### src/rtl/snd_regbus_pkg.sv
`timescale 1ns/1ps
package snd_regbus_pkg;

   typedef enum logic [1:0] {
      ACC_NONE = 2'd0,
      ACC_WR   = 2'd1,
      ACC_RD   = 2'd2
   } acc_e;

   // Access class of a register index: writable slots first, then
   // read-only slots, then unimplemented addresses.
   function automatic acc_e acc_of(input int idx, input int n_wr, input int n_rd);
      if (idx < n_wr)
         return ACC_WR;
      else if (idx < n_wr + n_rd)
         return ACC_RD;
      return ACC_NONE;
   endfunction

endpackage

### src/rtl/snd_bus_strobe.sv
`timescale 1ns/1ps
module snd_bus_strobe (
   input  logic rst,
   input  logic cs_n,
   input  logic phi2,
   input  logic rw,
   output logic wr_stb,
   output logic rd_stb
);
   logic qual;

   always_comb begin
      qual   = !cs_n && phi2;
      // Reset forces a write cycle so the clear travels the normal path.
      wr_stb = rst || (qual && !rw);
      rd_stb = !rst && qual && rw;
   end
endmodule

### src/rtl/snd_addr_decode.sv
`timescale 1ns/1ps
module snd_addr_decode #(
   parameter int ADDR_W = 5,
   parameter int N_WR   = 25,
   parameter int N_RD   = 4
) (
   input  logic              rst,
   input  logic [ADDR_W-1:0] addr,
   input  logic              wr_stb,
   input  logic              rd_stb,
   output logic [N_WR-1:0]   wr_sel,
   output logic [N_RD-1:0]   rd_sel,
   output logic              rd_hit
);
   import snd_regbus_pkg::*;

   for (genvar i = 0; i < N_WR; i++) begin : g_wr
      if (acc_of(i, N_WR, N_RD) == ACC_WR) begin : g_ok
         assign wr_sel[i] = rst || (wr_stb && addr == ADDR_W'(i));
      end else begin : g_none
         assign wr_sel[i] = 1'b0;
      end
   end

   for (genvar k = 0; k < N_RD; k++) begin : g_rd
      localparam int IDX = N_WR + k;
      if (acc_of(IDX, N_WR, N_RD) == ACC_RD) begin : g_ok
         assign rd_sel[k] = rd_stb && addr == ADDR_W'(IDX);
      end else begin : g_none
         assign rd_sel[k] = 1'b0;
      end
   end

   assign rd_hit = |rd_sel;
endmodule

### src/rtl/snd_regfile.sv
`timescale 1ns/1ps
module snd_regfile #(
   parameter int DATA_W = 8,
   parameter int N_WR   = 25,
   parameter int N_RD   = 4
) (
   input  logic                   clk,
   input  logic [N_WR-1:0]        wr_sel,
   input  logic [DATA_W-1:0]      bus_drv,
   input  logic [N_RD-1:0]        rd_sel,
   input  logic [N_RD*DATA_W-1:0] ro_in,
   output logic [N_WR*DATA_W-1:0] regs_flat,
   output logic [DATA_W-1:0]      rd_data
);
   logic [DATA_W-1:0] ro_q [N_RD];

   // Writable lanes: no reset term, reset arrives as select plus zero bus.
   for (genvar i = 0; i < N_WR; i++) begin : g_reg
      logic [DATA_W-1:0] q;
      always_ff @(posedge clk) begin
         if (wr_sel[i])
            q <= bus_drv;
      end
      assign regs_flat[i*DATA_W +: DATA_W] = q;
   end

   // Read-only sources sampled once per cycle.
   for (genvar k = 0; k < N_RD; k++) begin : g_ro
      always_ff @(posedge clk) begin
         ro_q[k] <= ro_in[k*DATA_W +: DATA_W];
      end
   end

   always_comb begin
      rd_data = '0;
      for (int k = 0; k < N_RD; k++) begin
         if (rd_sel[k])
            rd_data = rd_data | ro_q[k];
      end
   end
endmodule

### src/rtl/snd_busdata.sv
`timescale 1ns/1ps
module snd_busdata #(
   parameter int DATA_W      = 8,
   parameter int FADE_CYCLES = 64
) (
   input  logic              clk,
   input  logic              rst,
   input  logic              wr_stb,
   input  logic              rd_stb,
   input  logic              rd_hit,
   input  logic [DATA_W-1:0] rd_data,
   input  logic [DATA_W-1:0] din,
   output logic [DATA_W-1:0] bus_drv,
   output logic [DATA_W-1:0] bus_q,
   output logic [DATA_W-1:0] dout,
   output logic              dout_oe
);
   logic fade_now;
   logic capture;

   always_comb begin
      if (rst)
         bus_drv = '0;
      else if (wr_stb)
         bus_drv = din;
      else if (rd_hit)
         bus_drv = rd_data;
      else
         bus_drv = bus_q;
      capture = wr_stb || rd_hit;
      dout_oe = rd_stb;
      dout    = rd_stb ? bus_drv : '0;
   end

   if (FADE_CYCLES > 0) begin : g_fade
      localparam int CW = $clog2(FADE_CYCLES + 1);
      localparam logic [CW-1:0] LAST = CW'(FADE_CYCLES - 1);
      logic [CW-1:0] idle_cnt;
      logic          idle;

      assign idle     = !(wr_stb || rd_stb);
      assign fade_now = idle && idle_cnt == LAST;

      always_ff @(posedge clk) begin
         if (rst || !idle)
            idle_cnt <= '0;
         else if (!fade_now)
            idle_cnt <= idle_cnt + 1'b1;
      end
   end else begin : g_nofade
      assign fade_now = 1'b0;
   end

   always_ff @(posedge clk) begin
      if (rst)
         bus_q <= '0;
      else if (capture)
         bus_q <= bus_drv;
      else if (fade_now)
         bus_q <= '0;
   end
endmodule

### src/rtl/snd_regbus.sv
`timescale 1ns/1ps
module snd_regbus #(
   parameter int ADDR_W       = 5,
   parameter int DATA_W       = 8,
   parameter int N_WR         = 25,
   parameter int N_RD         = 4,
   parameter int N_VOICE      = 3,
   parameter int VOICE_STRIDE = 7,
   parameter int PW_LO_OFS    = 2,
   parameter int PW_HI_OFS    = 3,
   parameter int CTRL_OFS     = 4,
   parameter int PW_W         = 12,
   parameter int FADE_CYCLES  = 64
) (
   input  logic                      clk,
   input  logic                      rst,
   input  logic                      cs_n,
   input  logic                      rw,
   input  logic                      phi2,
   input  logic [ADDR_W-1:0]         addr,
   input  logic [DATA_W-1:0]         din,
   output logic [DATA_W-1:0]         dout,
   output logic                      dout_oe,
   input  logic [N_RD*DATA_W-1:0]    ro_in,
   output logic [N_WR*DATA_W-1:0]    regs_flat,
   output logic [N_VOICE*PW_W-1:0]   pulse_width,
   output logic [N_VOICE*DATA_W-1:0] voice_ctrl
);
   localparam int N_SEL   = N_WR + N_RD;
   localparam int PW_HI_W = PW_W - DATA_W;

   if (N_SEL > (1 << ADDR_W)) begin : g_bad_map
      $error("register count exceeds address space");
   end
   if (N_VOICE * VOICE_STRIDE > N_WR) begin : g_bad_voice
      $error("voice registers exceed writable range");
   end
   if (PW_W <= DATA_W || PW_W > 2 * DATA_W) begin : g_bad_pw
      $error("pulse width must span two bytes");
   end
   if (PW_LO_OFS >= VOICE_STRIDE || PW_HI_OFS >= VOICE_STRIDE ||
       CTRL_OFS >= VOICE_STRIDE) begin : g_bad_ofs
      $error("voice field offset outside stride");
   end
   if (FADE_CYCLES < 0) begin : g_bad_fade
      $error("fade window must be non-negative");
   end

   logic              wr_stb;
   logic              rd_stb;
   logic [N_WR-1:0]   wr_sel;
   logic [N_RD-1:0]   rd_sel;
   logic              rd_hit;
   logic [DATA_W-1:0] rd_data;
   logic [DATA_W-1:0] bus_drv;
   logic [DATA_W-1:0] bus_q;
   logic [N_SEL-1:0]  sel_all;

   snd_bus_strobe u_strobe (
      .rst    (rst),
      .cs_n   (cs_n),
      .phi2   (phi2),
      .rw     (rw),
      .wr_stb (wr_stb),
      .rd_stb (rd_stb)
   );

   snd_addr_decode #(.ADDR_W(ADDR_W), .N_WR(N_WR), .N_RD(N_RD)) u_dec (
      .rst    (rst),
      .addr   (addr),
      .wr_stb (wr_stb),
      .rd_stb (rd_stb),
      .wr_sel (wr_sel),
      .rd_sel (rd_sel),
      .rd_hit (rd_hit)
   );

   snd_busdata #(.DATA_W(DATA_W), .FADE_CYCLES(FADE_CYCLES)) u_bus (
      .clk     (clk),
      .rst     (rst),
      .wr_stb  (wr_stb),
      .rd_stb  (rd_stb),
      .rd_hit  (rd_hit),
      .rd_data (rd_data),
      .din     (din),
      .bus_drv (bus_drv),
      .bus_q   (bus_q),
      .dout    (dout),
      .dout_oe (dout_oe)
   );

   snd_regfile #(.DATA_W(DATA_W), .N_WR(N_WR), .N_RD(N_RD)) u_rf (
      .clk       (clk),
      .wr_sel    (wr_sel),
      .bus_drv   (bus_drv),
      .rd_sel    (rd_sel),
      .ro_in     (ro_in),
      .regs_flat (regs_flat),
      .rd_data   (rd_data)
   );

   assign sel_all = {rd_sel, wr_sel};

   for (genvar v = 0; v < N_VOICE; v++) begin : g_voice
      localparam int LO = v * VOICE_STRIDE + PW_LO_OFS;
      localparam int HI = v * VOICE_STRIDE + PW_HI_OFS;
      localparam int CT = v * VOICE_STRIDE + CTRL_OFS;
      assign pulse_width[v*PW_W +: PW_W] =
         {regs_flat[HI*DATA_W +: PW_HI_W], regs_flat[LO*DATA_W +: DATA_W]};
      assign voice_ctrl[v*DATA_W +: DATA_W] = regs_flat[CT*DATA_W +: DATA_W];
   end
endmodule

### config.mk
export PLATFORM = sky130hd
export DESIGN_NAME = snd_regbus
export DESIGN_NICKNAME = d
export VERILOG_FILES = /design/src/rtl/snd_regbus_pkg.sv /design/src/rtl/snd_bus_strobe.sv /design/src/rtl/snd_addr_decode.sv /design/src/rtl/snd_regfile.sv /design/src/rtl/snd_busdata.sv /design/src/rtl/snd_regbus.sv
export SDC_FILE = /design/constraint.sdc
export NUM_CORES = 1
export LEC_CHECK = 0
export ABC_AREA = 0
export CAP_MARGIN = 10
export CORE_MARGIN = 2
export CORE_UTILIZATION = 45
export CTS_CLUSTER_DIAMETER = 200
export DETAILED_ROUTE_END_ITERATION = 6
export MAX_ROUTING_LAYER = met4
export PLACE_DENSITY = 0.88
export SYNTH_ARGS = -nofsm -noshare
export SYNTH_HDL_FRONTEND = slang
export SYNTH_HIERARCHICAL = 1
export SYNTH_SLANG_ARGS = --single-unit
### constraint.sdc
create_clock -name clk -period 8.3 [get_ports clk]
set_input_delay 1.245 -clock clk [delete_from_list [all_inputs] [get_ports clk]]
set_output_delay 1.245 -clock clk [all_outputs]
set_load 0.1 [all_outputs]
==> results of run 1 <==
worst register-to-register path, delay by kind of cell (launching register included):
| family | cells | cell delay [ps] |
|---|---|---|
| flip-flops | 1 | 390 |
| buffers and inverters | 1 | 360 |
| AO/OA/AOI/OAI | 2 | 340 |
| AND/OR/NAND/NOR | 2 | 200 |
| multiplexers | 1 | 80 |
power groups by stage:
stage / Sequential [mW] / Clock (mW) / Combinational [mW]
after floorplan: 1.98 / 0 / 0.236
after global placement: 1.49 / 0 / 0.934
after detailed placement: 1.49 / 0 / 0.942
after CTS: 1.47 / 1.21 / 0.944
after global routing: 1.47 / 1.26 / 0.959
final: 1.47 / 1.18 / 0.940
stage by stage:
step / cells / setup WS, ps / power, mW / util (%)
2_1_floorplan: 503 / 3074 / 2.219 / -
3_3_place_gp: 1011 / 2065 / 2.421 / 62.34
3_5_place_dp: 1011 / 1966 / 2.433 / 62.34
4_1_cts: 1055 / 1963 / 3.619 / 67.18
5_1_grt: 1056 / 1766 / 3.688 / 67.19
6_report: 1056 / 1925 / 3.591 / 67.19
kinds of logic after synthesis:
family,after synthesis,synth area share [%]
compound gates,77,7.032
buf+inv,88,6.975
fa+ha+maj,1,0.1435
mux,10,1.148
simple gates,80,5.023
flops,247,79.68
synth_stat cells, types with 2 or more instances:
| cell type | count | share of area, % |
|---|---|---|
| o21ai_0 | 4 | 0.23 |
| a21o_1 | 12 | 1.0 |
| inv_1 | 9 | 0.39 |
| a22oi_2 | 2 | 0.29 |
| nor2_1 | 21 | 0.90 |
| o21a_1 | 16 | 1.4 |
| clkbuf_1 | 4 | 0.17 |
| nand4b_1 | 3 | 0.30 |
| and3_1 | 3 | 0.22 |
| nand2_1 | 30 | 1.3 |
| a31o_1 | 4 | 0.40 |
| mux2i_1 | 10 | 1.1 |
| o32ai_1 | 8 | 0.80 |
| a22oi_1 | 14 | 1.2 |
| nand2b_1 | 4 | 0.29 |
| dfxtp_1 | 47 | 11 |
| and3_2 | 3 | 0.26 |
| nor2b_1 | 3 | 0.22 |
| buf_2 | 6 | 0.34 |
| o21bai_1 | 9 | 0.77 |
| buf_4 | 64 | 5.5 |
| buf_6 | 4 | 0.52 |
| and4bb_1 | 3 | 0.43 |
| a31oi_1 | 4 | 0.29 |
| edfxtp_1 | 200 | 69 |
flip-flops by register name, indices dropped and copies added, names as in the netlist:
register               flops
u_bus/g_fade.idle_cnt      7
u_rf/ro_q                 32
u_rf/g.q                 200
u_bus/bus_q                8
final cells by class:
cell class / count / area, um^2 / area share [%]
Tap cell: 260 / 325.3 / 2.571
Inverter: 9 / 33.78 / 0.2670
Clock buffer: 33 / 792.0 / 6.260
Multi-Input combinational cell: 168 / 1187 / 9.385
Antenna cell: 1 / 2.502 / 0.01978
Clock inverter: 11 / 118.9 / 0.9395
Sequential cell: 247 / 6947 / 54.91
Timing Repair Buffer: 327 / 3246 / 25.65
worst min-delay path by stage:
stage	slack (ps)	end	start
floorplan	450	u_bus/bus_q[0]	u_bus/bus_q[0]
CTS	480	u_bus/bus_q[0]	u_bus/bus_q[0]
finish	480	u_bus/bus_q[5]	u_bus/bus_q[5]
global route	500	u_bus/bus_q[0]	u_bus/bus_q[0]
detailed placement	470	u_bus/bus_q[0]	u_bus/bus_q[0]
global placement	470	u_bus/g_fade.idle_cnt[4]	u_bus/g_fade.idle_cnt[4]
metal layers:
metal / part of all wire (%) / track usage [%] / vias to the layer above
met3: 7.9 / 4.930 / 47
met4: 3.0 / 7.817 / 0
met1: 37 / 25.55 / 2567
met5: 0 / - / -
li1: - / - / 2365
met2: 52 / 38.40 / 310
layout by cell type, fill, tap and decap left out, types with 9 or more instances in the layout:
cell type	instances
dfxtp_1	47
o21a_1	16
buf_4	9
mux2i_1	10
a21o_1	12
a22oi_1	14
clkdlybuf4s50_1	317
nand2_1	30
edfxtp_1	200
clkbuf_16	30
nor2_1	13
inv_1	9
==> flow_summary_export.csv, run 1 <==
group,metric,value,unit
power,clkPwrFrac,33.0,%
sta,skew,19.76,ps
power,power.switching,1.246,mW
logic_synthesis,synth_edf_count,200,
worst_setup_path,crit_start,"cs_n",
sta,hold-worst-slack,483.9,ps
worst_setup_path,crit_buf_inv,2,
final_layout,fin_nets,829,
clock_tree,postCtsSetupBuffers,0,
sta,period_minus_slack,6375,ps
route,avgRoutedWirePerCell,21.85,um
final_layout,design_area,12650,um^2
worst_setup_path,cp.depth,9,
power,internal-power,2.345,mW
logic_synthesis,yosysWarnings,6,
placement,io_buffers,318,
grt,antenna_found_initial,1,
clock_tree,htreeDepth,1,
worst_setup_path,worstSetupPathType,"in2out",
floorplan,die_y,143.2,um
logic_synthesis,ys_types,41,
clock_tree,cts_made_buffers,25,
power,combPwrFrac,26.2,%
sta,slew_viol_final,0,
route,drt_iter0_markers,382,
clock_tree,cts_buffer_depth,3,
clock_tree,clk-insertion-delay-late,510,ps
floorplan,num_rows,50,
clock_tree,clk_pin_slew,60,ps
logic_synthesis,synth_cells,503,
sta,fmax,0.1569,GHz
worst_setup_path,cp-start-kind,"primary input",
floorplan,core_area,18830,um^2
worst_setup_path,end_kind,"output port",
sta,finalSetupTns,0,ps
worst_setup_path,endpoint,"dout[5]",
route,via_per_inst,5.009,
power,p_seq_share,40.8,%
placement,post_dp_cell_area,11740,um^2
logic_synthesis,synth_flop_cell,"edfxtp_1",
floorplan,dieArea,20500,um^2
sta,hold_viol_final,0,
worst_setup_path,path_delay_family,"simple AND/OR/NAND/NOR gates",
worst_setup_path,crit_slowest_cell,"clkdlybuf4s50_1",
floorplan,io_pins,319,
grt,grt.overflow.total,0,
clock_tree,cts_root_buf,"clkbuf_16",
grt,grt_max_degree,47,
route,dr.pass1.iters,5,
logic_synthesis,async_flop_share,0,%
job,maxCapViolations,0,
grt,grt_pass1_wl,32440,um
worst_setup_path,reg2regPathDepth,6,
power,switching_share,34.69,%
final_layout,fillCellCount,1246,
clock_tree,cts_tree,"built",
worst_setup_path,r2r_slack,6700,ps
worst_setup_path,rr_startpoint,"u_rf/ro_q[2][6]",
worst_setup_path,worst_r2r_endpoint,"u_rf/g_reg[9].q[6]",
floorplan,start_util,46.30,%
route,antenna_left,0,
worst_setup_path,cp_cell_sequence,"clkdlybuf4s50_1 > nand2b_4 > nor3b_2 > and3_1 > and3_1 > mux2i_1 > o21a_1 > nor2_1 > clkdlybuf4s50_1",
sta,post-route-period-util,76.80,%
sta,relSlewSlack,29.55,%
logic_synthesis,ys_ff_latch,247,
clock_tree,clock_sinks,247,
grt,grt_use_total,22.21,%
sta,rsz0062_at_grt,"false",
power,p_leak,4.602,nW
route,vias,5289,
grt,first_global_vias,5162,
logic_synthesis,synth_nets,554,
sta,worst_pin_slew,1053,ps
route,drc,0,
worst_setup_path,cp_max_fo,24,
sta,setup_viol,0,
route,wl,23070,um
hold_path,worstHoldPathCells,2,
worst_setup_path,max_stage_delay,1160,ps
placement,dpl.hpwl,15560,um
floorplan,die_w,143.2,um
logic_synthesis,syn_avg_cell_area,17.33,um^2
logic_synthesis,synth_area,8718,um^2
logic_synthesis,synth_seq_area_share,79.68,%
power,p_per_area,283.8,nW/um^2
placement,gp_congestion,0.8455,
clock_tree,cts-resized-gates,0,
hold_path,holdCritPathClass,"reg2reg",
clock_tree,hold_buffers,0,
worst_setup_path,cp.arrival,5130,ps
final_layout,area_delta_synth_final,45.12,%
status,status,"complete, no violations",
power,irDropWorstVdd,145.1,uV
final_layout,drive_gt1_share,9.434,%
worst_setup_path,crit_required,7050,ps
(Power assumes the default switching activity.)
==> run 2: changes to the inputs <==
--- a/config.mk
+++ b/config.mk
@@ -8,11 +8,11 @@
 export ABC_AREA = 0
 export CAP_MARGIN = 10
 export CORE_MARGIN = 2
-export CORE_UTILIZATION = 45
+export CORE_UTILIZATION = 44
 export CTS_CLUSTER_DIAMETER = 200
 export DETAILED_ROUTE_END_ITERATION = 6
 export MAX_ROUTING_LAYER = met4
-export PLACE_DENSITY = 0.88
+export PLACE_DENSITY = 0.86
 export SYNTH_ARGS = -nofsm -noshare
 export SYNTH_HDL_FRONTEND = slang
 export SYNTH_HIERARCHICAL = 1
==> constraint.sdc (replaced) <==
create_clock -name clk -period 6.4 [get_ports clk]
set_input_delay 0.96 -clock clk [delete_from_list [all_inputs] [get_ports clk]]
set_output_delay 0.96 -clock clk [all_outputs]
set_load 0.1 [all_outputs]
==> flow_summary_export.csv, run 2 (synthesis results as in run 1) <==
group,metric,value,unit
worst_setup_path,worst_r2r_endpoint,"u_rf/g_reg[22].q[7]",
clock_tree,hold_buffers,0,
final_layout,fin_util,64.46,%
final_layout,final_common_cell,"clkdlybuf4s50_1",
final_layout,final-seq-area,6947,um^2
sta,finalSetupTns,0,ps
grt,grt.overflow.total,0,
worst_setup_path,end_kind,"output port",
worst_setup_path,crit_start,"phi2",
final_layout,final_cell_mix,"309 x clkdlybuf4s50_1, 200 x edfxtp_1, 47 x dfxtp_1",
route,wl,22880,um
sta,skew,10.29,ps
clock_tree,postCtsSetupBuffers,0,
worst_setup_path,max_stage_delay,640,ps
sta,setup_viol,0,
floorplan,die_w,144.8,um
clock_tree,clock_sinks,247,
sta,rsz0062_at_grt,"false",
power,internal-power,2.932,mW
status,status,"complete, no violations",
power,p_per_area,361.1,nW/um^2
worst_setup_path,reg2regPathDepth,6,
clock_tree,clk_pin_slew,60,ps
grt,first_global_vias,5202,
sta,relSlewSlack,29.72,%
route,drt_iter0_markers,336,
clock_tree,clk-insertion-delay-late,500,ps
clock_tree,cts_root_buf,"clkbuf_16",
clock_tree,cts_tree,"built",
power,p_leak,4.564,nW
placement,dpl.hpwl,15950,um
route,avgRoutedWirePerCell,21.53,um
final_layout,multi_input_area,1187,um^2
clock_tree,htreeDepth,1,
worst_setup_path,endpoint,"dout[3]",
route,dr.pass1.iters,4,
power,switching_share,35.27,%
route,drc,0,
power,clkPwrFrac,31.2,%
worst_setup_path,cp.depth,12,
job,maxCapViolations,0,
sta,post-route-period-util,74.41,%
clock_tree,cts_buffer_depth,3,
final_layout,area_delta_synth_final,43.89,%
route,via_per_inst,4.955,
floorplan,die_y,144.8,um
final_layout,fin_nets,831,
final_layout,top_regs,"u_rf/g.q (200), u_rf/ro_q (32), u_bus/bus_q (8)",
power,irDropWorstVdd,180.4,uV
floorplan,start_util,44.80,%
clock_tree,cts-resized-gates,0,
final_layout,top_register,"u_rf/g.q",
hold_path,hold_path_startpoint,"u_bus/bus_q[0]",
final_layout,drive_gt1_share,9.774,%
worst_setup_path,crit_buf_inv,3,
grt,antenna_found_initial,0,
worst_setup_path,rr_startpoint,"u_rf/ro_q[2][7]",
power,p_seq_share,42.0,%
worst_setup_path,cp_max_fo,8,
sta,worst_pin_slew,1051,ps
worst_setup_path,crit_slowest_cell,"nor2_1",
final_layout,fillCellCount,1312,
power,power.switching,1.598,mW
worst_setup_path,cp.arrival,3800,ps
sta,slew_viol_final,0,
worst_setup_path,worstSetupPathType,"in2out",
power,totalPowerFinal,4.530,mW
power,combPwrFrac,26.9,%
worst_setup_path,cp-start-kind,"primary input",
sta,hold_viol_final,0,
clock_tree,cts_made_buffers,25,
sta,period_minus_slack,4762,ps
worst_setup_path,r2r_slack,4350,ps
final_layout,largest_reg_flops,200,
placement,io_buffers,318,
hold_path,holdCritPathClass,"reg2reg",
sta,fmax,0.2100,GHz
route,antenna_left,0,
floorplan,num_rows,51,
floorplan,core_area,19460,um^2
floorplan,dieArea,20960,um^2
grt,grt_use_total,21.51,%
worst_setup_path,crit_required,5440,ps
grt,grt_pass1_wl,32090,um
hold_path,worstHoldPathCells,2,
worst_setup_path,cp_cell_sequence,"clkdlybuf4s50_1 > nand2b_4 > nor3b_2 > buf_4 > nand4b_1 > nor2_1 > a22oi_1 > nand2_1 > mux2i_1 > o21a_1 > nor2_1 > buf_4",
placement,gp_congestion,0.9341,
route,vias,5267,
floorplan,io_pins,319,
grt,grt_max_degree,46,
final_layout,diodes,0,
worst_setup_path,path_delay_family,"simple AND/OR/NAND/NOR gates",
## run 2: cell types whose count changed in the layout (fill, tap and decap cells not counted), moves of 2 or more
cell	previous run	this run
buf_4	9	19
clkdlybuf4s50_1	317	309
clkbuf_1	0	6
clkbuf_16	30	25
clkbuf_8	3	0
clkinv_4	3	0
clkinv_1	0	2
clkinvlp_4	1	3
## run 2: worst min-delay path by stage
stage	end	slack (ps)
after floorplan	u_bus/bus_q[0]	450
after CTS	u_bus/bus_q[7]	480
after global placement	u_bus/g_fade.idle_cnt[4]	470
after global routing	u_bus/bus_q[4]	510
final	u_bus/bus_q[0]	480
after detailed placement	u_bus/bus_q[1]	470
## run 2: stage by stage
| step | setup WS, ps | instances | cell area [um^2] | hold slack, ps |
|---|---|---|---|---|
| final | 1638 | 1063 | 12540 | 481.4 |
| after global routing | 1485 | 1063 | 12540 | 512.5 |
| after CTS | 1691 | 1063 | 12540 | 481.5 |
| after detailed placement | 1703 | 1018 | 11740 | 472.5 |
| after global placement | 1724 | 1018 | 11740 | 466.3 |
| after floorplan | 1744 | 503 | 8718 | 452.0 |
## run 2: power by group through the flow
stage          clock (mW)  sequential (mW)  combinational (mW)
3_5_place_dp            0             1.94                1.22
5_1_grt              1.50             1.91                1.24
4_1_cts              1.44             1.90                1.22
6_report             1.41             1.90                1.22
3_3_place_gp            0             1.93                1.21
2_1_floorplan           0             2.57               0.306
## run 2: final cells by class
| cell class | count | area share [%] |
|---|---|---|
| clock buffers | 31 | 5.167 |
| clock inverters | 14 | 1.247 |
| inverters | 9 | 0.2693 |
| multi-input cells | 168 | 9.465 |
| flip-flops and latches | 247 | 55.38 |
| well taps | 265 | 2.643 |
| repair buffers | 329 | 25.83 |
## run 2: worst min-delay path, delay by kind of cell (launching register included)
kind | cells | cell delay [ps]
buf+inv | 1 | 50
flops | 1 | 310
compound gates | 1 | 70
## run 2: routing by layer
layer  GRT usage [%]  vias to the layer above  share of wire [%]
li1                -                     2372                  -
met1           24.71                     2580                 37
met2           38.95                      285                 54
met3           3.784                       30                7.1
met4           5.723                        0                1.8
met5               -                        -                  0
==> run 3: changes to the inputs <==
--- a/config.mk
+++ b/config.mk
@@ -8,11 +8,11 @@
 export ABC_AREA = 0
 export CAP_MARGIN = 10
 export CORE_MARGIN = 2
-export CORE_UTILIZATION = 44
+export CORE_UTILIZATION = 40
 export CTS_CLUSTER_DIAMETER = 200
 export DETAILED_ROUTE_END_ITERATION = 6
 export MAX_ROUTING_LAYER = met4
-export PLACE_DENSITY = 0.86
+export PLACE_DENSITY = 0.83
 export SYNTH_ARGS = -nofsm -noshare
 export SYNTH_HDL_FRONTEND = slang
 export SYNTH_HIERARCHICAL = 1
==> constraint.sdc (replaced) <==
create_clock -name clk -period 4.1 [get_ports clk]
set_input_delay 0.615 -clock clk [delete_from_list [all_inputs] [get_ports clk]]
set_output_delay 0.615 -clock clk [all_outputs]
set_load 0.1 [all_outputs]
==> flow_summary_export.csv, run 3 (synthesis results as in run 1) <==
group,metric,value,unit
status,status,"complete, no violations",
power,irDropWorstVdd,297.0,uV
clock_tree,cts_tree,"built",
worst_setup_path,end_kind,"output port",
grt,grt_pass1_wl,31890,um
clock_tree,cts_buffer_depth,3,
final_layout,top_register,"u_rf/g.q",
sta,hold_viol_final,0,
floorplan,core_area,21620,um^2
grt,grt_max_degree,46,
floorplan,die_w,151.6,um
route,vias,5278,
sta,skew,29.17,ps
worst_setup_path,cp_cell_sequence,"clkdlybuf4s50_1 > nand2b_4 > nor3b_2 > nand4b_1 > nor2_1 > a22oi_1 > nand2_1 > mux2i_1 > o21a_1 > nor2_1 > buf_12",
grt,grt_use_total,19.59,%
clock_tree,cts_made_buffers,23,
power,p_leak,4.616,nW
floorplan,dieArea,22990,um^2
final_layout,drive_gt1_share,10.50,%
worst_setup_path,cp.arrival,3320,ps
final_layout,final_cell_mix,"308 x clkdlybuf4s50_1, 200 x edfxtp_1, 47 x dfxtp_1",
sta,period_minus_slack,3939,ps
power,totalPowerFinal,7.084,mW
placement,gp_congestion,0.7692,
floorplan,num_rows,54,
sta,setup_viol,0,
sta,worst_pin_slew,1087,ps
grt,grt.overflow.total,0,
route,wl,22740,um
final_layout,fin_nets,834,
worst_setup_path,crit_required,3480,ps
clock_tree,postCtsSetupBuffers,0,
route,drt_iter0_markers,300,
route,avgRoutedWirePerCell,21.06,um
route,via_per_inst,4.887,
job,maxCapViolations,0,
final_layout,fin_util,58.72,%
clock_tree,cts-resized-gates,0,
final_layout,largest_reg_flops,200,
clock_tree,clk_pin_slew,60,ps
sta,rsz0062_at_grt,"false",
route,antenna_left,0,
worst_setup_path,crit_slowest_cell,"nor2_1",
floorplan,start_util,40.32,%
final_layout,top_regs,"u_rf/g.q (200), u_rf/ro_q (32), u_bus/bus_q (8)",
floorplan,die_y,151.6,um
grt,first_global_vias,5057,
final_layout,final_common_cell,"clkdlybuf4s50_1",
sta,finalSetupTns,0,ps
worst_setup_path,crit_top_cell,"nor2_1",
clock_tree,cts_root_buf,"clkbuf_16",
sta,post-route-period-util,96.08,%
sta,hold-worst-slack,476.6,ps
sta,fmax,0.2539,GHz
worst_setup_path,max_stage_delay,570,ps
route,dr.pass1.iters,5,
final_layout,area_delta_synth_final,45.61,%
worst_setup_path,worstSetupPathType,"in2out",
clock_tree,clock_sinks,247,
clock_tree,htreeDepth,1,
clock_tree,hold_buffers,0,
sta,slew_viol_final,0,
power,p_per_area,558.1,nW/um^2
placement,dp.cells,1038,
route,drc,0,
final_layout,instances_no_fill,1080,
floorplan,io_pins,319,
hold_path,holdCritPathClass,"reg2reg",
placement,io_buffers,318,
final_layout,fillCellCount,1615,
final_layout,diodes,0,
placement,dpl.hpwl,15740,um
clock_tree,clk-insertion-delay-late,520,ps
grt,antenna_found_initial,1,
worst_setup_path,cp_max_fo,8,
worst_setup_path,cp-start-kind,"primary input",
sta,relSlewSlack,27.32,%
[run 3: metrics by stage]
stage          cell area, um^2  worst slack, ps
5_1_grt                  12690            7.486
3_5_place_dp             11890            232.2
2_1_floorplan             8718            133.8
3_3_place_gp             11890            335.9
6_report                 12690            160.7
4_1_cts                  12690            173.8
[run 3: final timing paths]
| path | startpoint | to | slack, ps | cells past startpoint |
|---|---|---|---|---|
| setup / recovery | phi2 | dout[2] | 160 | 11 |
| hold / removal | u_bus/bus_q[5] | u_bus/bus_q[5] | 480 | 2 |
| setup reg to reg | u_bus/g_fade.idle_cnt[0] | u_bus/bus_q[2] | 2480 | 4 |
| hold reg to reg | u_bus/bus_q[5] | u_bus/bus_q[5] | 480 | 2 |
[run 3: layout make-up]
type	instances	area, um^2	area share (%)
clock buffers	28	624.3	4.918
clock inverters	14	176.4	1.390
inverters	9	33.78	0.2661
multi-input cells	168	1187	9.353
flip-flops and latches	247	6947	54.72
well taps	280	350.3	2.760
repair buffers	334	3376	26.59
[run 3: metal layers]
layer,track usage [%],wire length [um],share of wire (%)
met5,-,0,0
met4,6.713,733,3.2
met3,3.383,1603,7.0
met2,34.66,11960,53
met1,22.66,8448,37
[run 3: critical path, delay by kind of cell]
kind	cells	cell delay (ps)
compound gates	2	440
buf+inv	2	720
mux	1	90
simple gates	6	1450
[run 3: power by group]
part | internal, mW | total, mW | switching [mW]
logic | 0.364 | 1.91 | 1.54
registers | 2.90 | 2.96 | 0.0612
clock network | 1.34 | 2.21 | 0.877
